**src/rtl/fpoll_pkg.sv**
```systemverilog
package fpoll_pkg;

    localparam int BIT_POLARITY = 7;
    localparam int BIT_TOGGLE   = 6;
    localparam logic [2:0] LAST_WE_PROGRAM = 3'd4;
    localparam logic [2:0] LAST_WE_ERASE   = 3'd6;

    typedef enum logic [2:0] {
        ST_IDLE,
        ST_READ,
        ST_COMPARE,
        ST_SETTLE,
        ST_FINAL_READ,
        ST_DONE,
        ST_TIMEOUT
    } poll_state_t;

    typedef struct packed {
        logic erase;
        logic toggle;
        logic exp_msb;
    } job_t;

    function automatic logic start_allowed(input logic erase, input logic [2:0] pulses);
        return erase ? (pulses >= LAST_WE_ERASE) : (pulses >= LAST_WE_PROGRAM);
    endfunction

    function automatic logic polarity_ready(input logic erase, input logic exp_msb,
                                            input logic dq);
        return erase ? dq : (dq == exp_msb);
    endfunction

endpackage

```
**src/rtl/fp_status_eval.sv**
```systemverilog
module fp_status_eval
    import fpoll_pkg::*;
(
    input  job_t job,
    input  logic bit_pol,
    input  logic bit_tog,
    input  logic prev_tog,
    input  logic prev_valid,
    output logic complete
);
    always_comb begin
        if (job.toggle)
            complete = prev_valid && (bit_tog == prev_tog);
        else
            complete = polarity_ready(job.erase, job.exp_msb, bit_pol);
    end
endmodule

```
**src/rtl/fp_settle_timer.sv**
```systemverilog
module fp_settle_timer #(
    parameter int CYCLES = 100
) (
    input  logic clk,
    input  logic rst,
    input  logic load,
    input  logic run,
    output logic expired
);
    localparam int TW = (CYCLES < 2) ? 1 : $clog2(CYCLES + 1);
    localparam logic [TW-1:0] START_VAL = TW'(CYCLES - 1);

    logic [TW-1:0] cnt;

    always_ff @(posedge clk) begin
        if (rst)
            cnt <= '0;
        else if (load)
            cnt <= START_VAL;
        else if (run && cnt != '0)
            cnt <= cnt - 1'b1;
    end

    assign expired = run && (cnt == '0);

    AST_SETTLE_LOAD_NOT_EXPIRED: assert property (@(posedge clk) disable iff (rst)
        (load && CYCLES > 1) |=> !expired);
endmodule

```
**src/rtl/fp_poll_budget.sv**
```systemverilog
module fp_poll_budget #(
    parameter int CW = 8
) (
    input  logic          clk,
    input  logic          rst,
    input  logic          clr,
    input  logic          step,
    input  logic [CW-1:0] limit,
    output logic          last
);
    localparam int CW1 = CW + 1;

    logic [CW-1:0] cnt;
    logic [CW-1:0] lim_q;

    always_ff @(posedge clk) begin
        if (rst) begin
            cnt   <= '0;
            lim_q <= CW'(1);
        end else if (clr) begin
            cnt   <= '0;
            lim_q <= (limit == '0) ? CW'(1) : limit;
        end else if (step) begin
            cnt <= cnt + 1'b1;
        end
    end

    assign last = (CW1'(cnt) + CW1'(1)) >= CW1'(lim_q);

    AST_BUDGET_BOUND: assert property (@(posedge clk) disable iff (rst)
        cnt <= lim_q);
endmodule

```
**src/rtl/flash_done_poller.sv**
```systemverilog
module flash_done_poller
    import fpoll_pkg::*;
#(
    parameter int DW = 8,
    parameter int AW = 16,
    parameter int CW = 8,
    parameter int CLKS_PER_US = 100
) (
    input  logic          clk,
    input  logic          rst,
    input  logic          start,
    input  logic          op_erase,
    input  logic          use_toggle,
    input  logic [DW-1:0] exp_data,
    input  logic [AW-1:0] tgt_addr,
    input  logic [CW-1:0] max_polls,
    input  logic [2:0]    wr_pulses,
    input  logic [DW-1:0] rd_data,
    output logic          rd_en,
    output logic [AW-1:0] rd_addr,
    output logic          busy,
    output logic          done,
    output logic          timeout,
    output logic [DW-1:0] result
);
    poll_state_t state, state_n;
    job_t        job_q;
    logic [AW-1:0] addr_q;
    logic [DW-1:0] result_q;
    logic        prev_tog, prev_valid;
    logic        accept, complete, last_poll, settle_done;
    logic        in_compare;

    assign accept     = (state == ST_IDLE) && start && start_allowed(op_erase, wr_pulses);
    assign in_compare = (state == ST_COMPARE);

    fp_status_eval u_eval (
        .job       (job_q),
        .bit_pol   (rd_data[BIT_POLARITY]),
        .bit_tog   (rd_data[BIT_TOGGLE]),
        .prev_tog  (prev_tog),
        .prev_valid(prev_valid),
        .complete  (complete)
    );

    fp_poll_budget #(.CW(CW)) u_budget (
        .clk  (clk),
        .rst  (rst),
        .clr  (accept),
        .step (in_compare),
        .limit(max_polls),
        .last (last_poll)
    );

    fp_settle_timer #(.CYCLES(CLKS_PER_US)) u_settle (
        .clk    (clk),
        .rst    (rst),
        .load   (in_compare && complete),
        .run    (state == ST_SETTLE),
        .expired(settle_done)
    );

    always_comb begin
        state_n = state;
        unique case (state)
            ST_IDLE:       if (accept) state_n = ST_READ;
            ST_READ:       state_n = ST_COMPARE;
            ST_COMPARE: begin
                if (complete)       state_n = ST_SETTLE;
                else if (last_poll) state_n = ST_TIMEOUT;
                else                state_n = ST_READ;
            end
            ST_SETTLE:     if (settle_done) state_n = ST_FINAL_READ;
            ST_FINAL_READ: state_n = ST_DONE;
            ST_DONE:       state_n = ST_IDLE;
            ST_TIMEOUT:    state_n = ST_IDLE;
            default:       state_n = ST_IDLE;
        endcase
    end

    always_ff @(posedge clk) begin
        if (rst) begin
            state      <= ST_IDLE;
            job_q      <= '0;
            addr_q     <= '0;
            result_q   <= '0;
            prev_tog   <= 1'b0;
            prev_valid <= 1'b0;
        end else begin
            state <= state_n;
            if (accept) begin
                job_q.erase   <= op_erase;
                job_q.toggle  <= use_toggle;
                job_q.exp_msb <= exp_data[BIT_POLARITY];
                addr_q        <= tgt_addr;
                prev_valid    <= 1'b0;
            end
            if (in_compare) begin
                prev_tog   <= rd_data[BIT_TOGGLE];
                prev_valid <= 1'b1;
            end
            if (state == ST_DONE)
                result_q <= rd_data;
        end
    end

    assign rd_en   = (state == ST_READ) || (state == ST_FINAL_READ);
    assign rd_addr = addr_q;
    assign busy    = (state != ST_IDLE);
    assign done    = (state == ST_DONE);
    assign timeout = (state == ST_TIMEOUT);
    assign result  = done ? rd_data : result_q;

    AST_GATED_START: assert property (@(posedge clk) disable iff (rst)
        (state == ST_IDLE && !start_allowed(op_erase, wr_pulses)) |=> (state == ST_IDLE));
    AST_READ_SPACED: assert property (@(posedge clk) disable iff (rst)
        rd_en |=> !rd_en);
    AST_ADDR_STABLE: assert property (@(posedge clk) disable iff (rst)
        (state != ST_IDLE && $past(state) != ST_IDLE) |-> $stable(rd_addr));
    AST_PROGRAM_MATCH: assert property (@(posedge clk) disable iff (rst)
        (in_compare && !job_q.toggle && !job_q.erase && rd_data[BIT_POLARITY] == job_q.exp_msb)
        |=> (state == ST_SETTLE));
    AST_TOGGLE_FIRST: assert property (@(posedge clk) disable iff (rst)
        (in_compare && job_q.toggle && !prev_valid) |=> (state != ST_SETTLE));
    AST_SETTLE_ORDER: assert property (@(posedge clk) disable iff (rst)
        (state == ST_FINAL_READ) |-> ($past(state) == ST_SETTLE));
    AST_DONE_PULSE: assert property (@(posedge clk) disable iff (rst)
        done |=> !done);
    AST_PULSE_EXCLUSIVE: assert property (@(posedge clk) disable iff (rst)
        !(done && timeout));
endmodule

```
**config.mk**
```make
export PLATFORM = sky130hd
export DESIGN_NAME = flash_done_poller
export DESIGN_NICKNAME = d
export VERILOG_FILES = /design/src/rtl/fpoll_pkg.sv /design/src/rtl/fp_status_eval.sv /design/src/rtl/fp_settle_timer.sv /design/src/rtl/fp_poll_budget.sv /design/src/rtl/flash_done_poller.sv
export SDC_FILE = /design/constraint.sdc
export NUM_CORES = 1
export LEC_CHECK = 0
export ABC_CLOCK_PERIOD_IN_PS = 2700
export CAP_MARGIN = 10
export CORE_MARGIN = 2
export CORE_UTILIZATION = 47
export DETAILED_ROUTE_END_ITERATION = 12
export GPL_ROUTABILITY_DRIVEN = 0
export GPL_TIMING_DRIVEN = 0
export PLACE_DENSITY = 0.8
export SLEW_MARGIN = 20
export SYNTH_ARGS = -nofsm -noshare
export SYNTH_HDL_FRONTEND = slang
export SYNTH_SLANG_ARGS = --single-unit
```
**constraint.sdc**
```tcl
create_clock -name clk -period 2.7 [get_ports clk]
set_clock_uncertainty 0.2 [all_clocks]
set_input_delay 0.54 -clock clk [delete_from_list [all_inputs] [get_ports clk]]
set_output_delay 0.54 -clock clk [all_outputs]
set_load 0.05 [all_outputs]
```
Word level (Yosys, flattened, before mapping)
Cells that the tools add are included.
- register bits after elaboration: 55
- bits of input ports: 48
- output and inout port bits: 28
- $add $sub $neg: 3
- order comparisons: 3
- equality and inequality tests: 10
- mux-type cells: 14
- reduce and logical (&&, ||, !) cells: 17
- operator list (operator ; number):
    8-bit 2-to-1 mux ; 2
    3-bit case mux with 5 select lines ; 1
    7-bit 2-to-1 mux ; 2
    3-bit 2-to-1 mux ; 4
    8-bit by 1-bit adder with 9-bit output, second input constant ; 1
    3-bit == test, second input constant ; 3
    9-bit by 8-bit greater-or-equal comparator with 1-bit output ; 1
    8-bit by 1-bit adder with 8-bit output, second input constant ; 1
    8-bit zero test ; 1
    7-bit zero test ; 1
    7-bit nonzero test ; 1
    7-bit by 1-bit subtractor with 7-bit output, second input constant ; 1
    3-bit by 2-bit == test with 1-bit output, second input constant ; 2
    3-bit greater-or-equal comparator, second input constant ; 2
    1-bit logical AND ; 6
    1-bit 2-to-1 mux ; 5
    2-bit inequality test, second input constant ; 2
    2-bit nonzero test ; 2
    2-bit OR reduction ; 2
    3-bit by 1-bit == test with 1-bit output, second input constant ; 1
    3-bit zero test ; 1
    3-bit nonzero test ; 1
    1-bit == test ; 2
    2-bit AND reduction ; 1
    1-bit logical OR ; 1

Longest topological paths before layout
- depth in word-level cells: 5
- gate-level depth with buffers: 9
- mapped depth without buffers: 9

Modules after synthesis
From an unflattened synthesis, not the netlist that was laid out.
- cells, all modules: 302
- area, all modules: 2813.9 sq um
- modules (own cells, without submodules) (module ; instances ; cells an instance ; area each (sq um) ; sequential area each (sq um)):
    flash_done_poller ; 1 ; 149 ; 1503.9 ; 640.6
    fp_poll_budget ; 1 ; 107 ; 915.9 ; 320.3
    fp_settle_timer ; 1 ; 40 ; 359.1 ; 140.1
    fp_status_eval ; 1 ; 6 ; 35.0 ; 0.0

Worst setup path before layout
OpenSTA, ideal clock, no wires.
- kind: reg2reg
- start point: register u_budget.cnt[2]
- end point: register state[1]
- arrival time: 2148 ps
- data required time: 2380 ps
- setup slack: 232 ps
- stages on the path, launching flop included: 10
- path buffers: 0
- period minus slack after synthesis: 2468 ps
- path through: dfxtp_1 -> nand3_1 -> nor2_1 -> nand3_1 -> xnor2_1 -> ha_1 -> and3_1 -> a221oi_1 -> o211ai_1 -> o31a_1
- longest elaborated chain between the ends: 5
- RTL lines (element ; RTL line ; RTL):
    from (decl) ; fp_poll_budget.sv:13 ; logic [CW-1:0] cnt;
    from (signal assigned) ; fp_poll_budget.sv:24 ; cnt <= cnt + 1'b1;
    8-bit by 1-bit adder with 9-bit output ; fp_poll_budget.sv:28 ; assign last = (CW1'(cnt) + CW1'(1)) >= CW1'(lim_q);
    9-bit by 8-bit greater-or-equal comparator with 1-bit output ; fp_poll_budget.sv:28 ;
    3-bit 2-to-1 mux ; flash_done_poller.sv:70 ; else if (last_poll) state_n = ST_TIMEOUT;
    3-bit 2-to-1 mux ; flash_done_poller.sv:69 ; if (complete) state_n = ST_SETTLE;
    3-bit case mux with 5 select lines ; flash_done_poller.sv:65 ; unique case (state)
    to (signal assigned) ; flash_done_poller.sv:90 ; state <= state_n;
    to (decl) ; flash_done_poller.sv:26 ; poll_state_t state, state_n;
Every way passes these cells.
A chain may end at the register's enable or synchronous reset.

Worst setup path after layout
- start point: register state[1]
- end point: output port busy
- longest elaborated chain between the ends: 1
- RTL lines (element ; RTL line ; RTL):
    3-bit nonzero test ; flash_done_poller.sv:109 ; assign busy = (state != ST_IDLE);
    to (decl) ; flash_done_poller.sv:21 ; output logic busy,
Every way passes these cells.

==> results.py <==
metrics = {
    "synthesis": {
        "synth_largest_area_cell": "dfxtp_1",
        "synthTopCellsByArea": "dfxtp_1 (43%), nand2_1 (9.5%), a21oi_1 (6.8%)",
        "synth-compound-area-share": 0.1218,
        "synthArstFlopShare": 0,
        "synth_most_common_cell": "nand2_1",
        "muxShareOfSynthArea": 0.04286,
        "synth-xor-area-share": 0.07160,
        "ys_warn_count": 0,
        "synth_top_family_by_area": "simple AND/OR/NAND/NOR gates",
        "synth_edf_count": 0,
        "yosysTopAreaCellShare": 0.4286,
        "synthCells": 305,
        "ys_seq_area_frac": 0.4286,
        "avgSynthCellArea_um2": 8.422,
        "synth_simple_gate_area_share": 0.2280,
        "synthTopCellsByCount": "nand2_1 (65), dfxtp_1 (55), a21oi_1 (35), nor2_1 (17), inv_1 (14)",
        "yosys.cell_types.count": 40,
        "synth_ff_type": "dfxtp_1",
        "ys_ff_latch": 55,
        "synth_fp_nets": 364,
        "synthAdderAreaFrac": 0.05358,
        "synth_area_mm2": 0.002569,
    },
    "floorplan": {
        "std_cell_rows": 26,
        "design.core.area_mm2": 0.005205,
        "ioPinCount": 76,
        "dieWidth_um": 77.93,
        "die_h_um": 77.93,
        "start_util": 0.4935,
        "dieArea_mm2": 0.006072,
    },
    "final_layout": {
        "n_fill_cell": 453,
        "drive_gt1_frac": 0.1161,
        "final_util": 0.6639,
        "n_antenna_cell": 0,
        "stdcell_area_mm2": 0.003456,
        "areaGrowthSynthToFinish_pct": 34.53,
        "nets": 437,
    },
    "worst_setup_path": {
        "critical_path_required_ns": 1.96,
        "crit_fanout": 10,
        "worstPathArrival_ns": 1.90,
        "crit_path_start_kind": "flip-flop",
        "rr_endpoint": "state[1]",
        "worstSetupPathType": "reg2out",
        "rrSetupSlack_ns": 0.13,
        "startpoint": "state[1]",
        "crit_end": "busy",
        "crit_path_end_kind": "output port",
        "r2r_cells": 9,
        "r2r_start": "u_budget.cnt[0]",
    },
    "sta": {
        "tightest_slew_ns": 0.5799,
        "slew_viol_final": 0,
        "finalCriticalPeriod_ns": 2.638,
        "setup_violations": 0,
        "hold_viol_final": 0,
        "rsz0062_at_grt": "false",
        "max_freq_ghz": 0.3791,
        "fin_crit_sh": 0.9769,
        "slew_headroom": 0.6093,
    },
    "detailed_routing": {
        "detail_route.wl_per_cell_um": 12.63,
        "viasPerCell": 5.051,
        "first_iter_violations": 68,
        "drtPass1Iterations": 5,
        "wl_um": 5669,
        "vias": 2268,
        "ant_nets": 0,
        "drc": 0,
    },
    "power_and_ir_drop": {
        "p_leak_nw": 1.294,
        "power.density_mw_per_mm2": 493.9,
        "ir_drop_uv": 290.9,
        "finalPower_mw": 1.707,
    },
    "clock_network": {
        "clk_pin_slew_worst_paths_ns": 0.10,
        "post_cts_buffers": 0,
        "cts_tree": "built",
        "h-tree-depth": 2,
        "hold_buffers": 0,
        "cts_buffers": 5,
        "root_buffer": "clkbuf_8",
        "clkSinkCount": 55,
        "clk-insertion-delay-late_ns": 0.31,
        "clockBufferDepth": 2,
    },
    "job": {
        "drv_cap": 0,
    },
    "place": {
        "portBuffers": 66,
        "placedInstanceArea_mm2": 0.003317,
        "hpwl_um": 4322,
    },
    "global_routing": {
        "overflow": 0,
        "grt_pass1_wl_um": 9459,
        "grtUsageTotal": 0.1903,
        "antenna_found_initial": 0,
        "grt_pass1_vias": 2256,
        "grt_max_degree": 18,
    },
    "hold_path": {
        "hold_class": "reg2reg",
    },
    "outcome": {
        "outcome": "completed",
    },
}
==> where the power goes <==
group | switching [mW] | internal [mW] | total [mW]
Clock | 0.269 | 0.181 | 0.450
Combinational | 0.226 | 0.164 | 0.390
Sequential | 0.0201 | 0.847 | 0.867
Total | 0.515 | 1.19 | 1.71
==> metrics by stage <==
stage          hold slack (ns)  worst slack, ns  cells  TNS [ns]
2_1_floorplan           0.2363           0.2319    305         0
3_3_place_gp            0.2410          -0.1333    441    -1.078
3_5_place_dp            0.2459          -0.1255    441    -1.034
4_1_cts                 0.2598          0.04618    449         0
5_1_grt                 0.2767         0.004345    449         0
6_report                0.2582          0.06231    449         0
==> timing repair <==
item,in CTS,in global routing
setup endpoints to repair,11,8
pin swaps,1,1
resized for setup,31,7
==> sequential cells by signal (all words and copies together) (netlist names) <==
signal,flops
u_budget.lim_q,8
prev_valid,1
prev_tog,1
u_budget.cnt,8
u_settle.cnt,7
rd_addr,16
job_q,3
state,3
result_q,8
==> worst min-delay path by stage <==
stage,start,endpoint,slack [ns],depth (start not counted)
detailed placement,rd_addr[6],rd_addr[6],0.25,2
global route,rd_addr[11],rd_addr[11],0.28,2
floorplan,job_q[2],job_q[2],0.24,2
global placement,rd_addr[14],rd_addr[14],0.24,2
CTS,rd_addr[6],rd_addr[6],0.26,2
finish,rd_addr[2],rd_addr[2],0.26,2
==> layout by cell type (no fill, tap or decap), drive strengths merged, types with 3 or more instances in the layout <==
cell type,instances
nand2,65
nand4,4
xnor2,13
dfxtp,55
mux2,8
xor2,8
ha,11
clkdlybuf4s15,8
o21ai,5
clkbuf,12
clkdlybuf4s50,55
buf,8
nor2,18
nor3b,3
and2,11
a21oi,36
inv,14
nor3,4
nand3,9
==> area by class of cell <==
cell class	instances	area [um^2]	area share
Clock inverter	3	20.02	0.005793
Multi-Input combinational cell	221	1364	0.3946
Timing Repair Buffer	66	670.6	0.1941
Buffer	15	85.08	0.02462
Tap cell	70	87.58	0.02534
Clock buffer	5	68.82	0.01991
Inverter	14	52.55	0.01521
Sequential cell	55	1107	0.3204
==> metal layers <==
layer / global-route usage / part of all wire / vias up
met5: 0 / 0 / -
met4: 0.04211 / 0.0069 / 0
met3: 0.04535 / 0.053 / 6
met2: 0.3534 / 0.50 / 54
met1: 0.2198 / 0.44 / 1048
li1: - / - / 1160
==> worst max-delay path, stage by stage (launching register included) <==
cell and delay (ns):
dfxtp_1 0.30, buf_2 0.16, or3_4 0.41, clkdlybuf4s50_1 0.72
==> logic make-up after synthesis <==
group           count (synthesis)
simple gates                  126
flops                          55
compound gates                 53
buf+inv                        29
xor+xnor                       21
fa+ha+maj                      11
mux                            10
(Power assumes the default switching activity.)
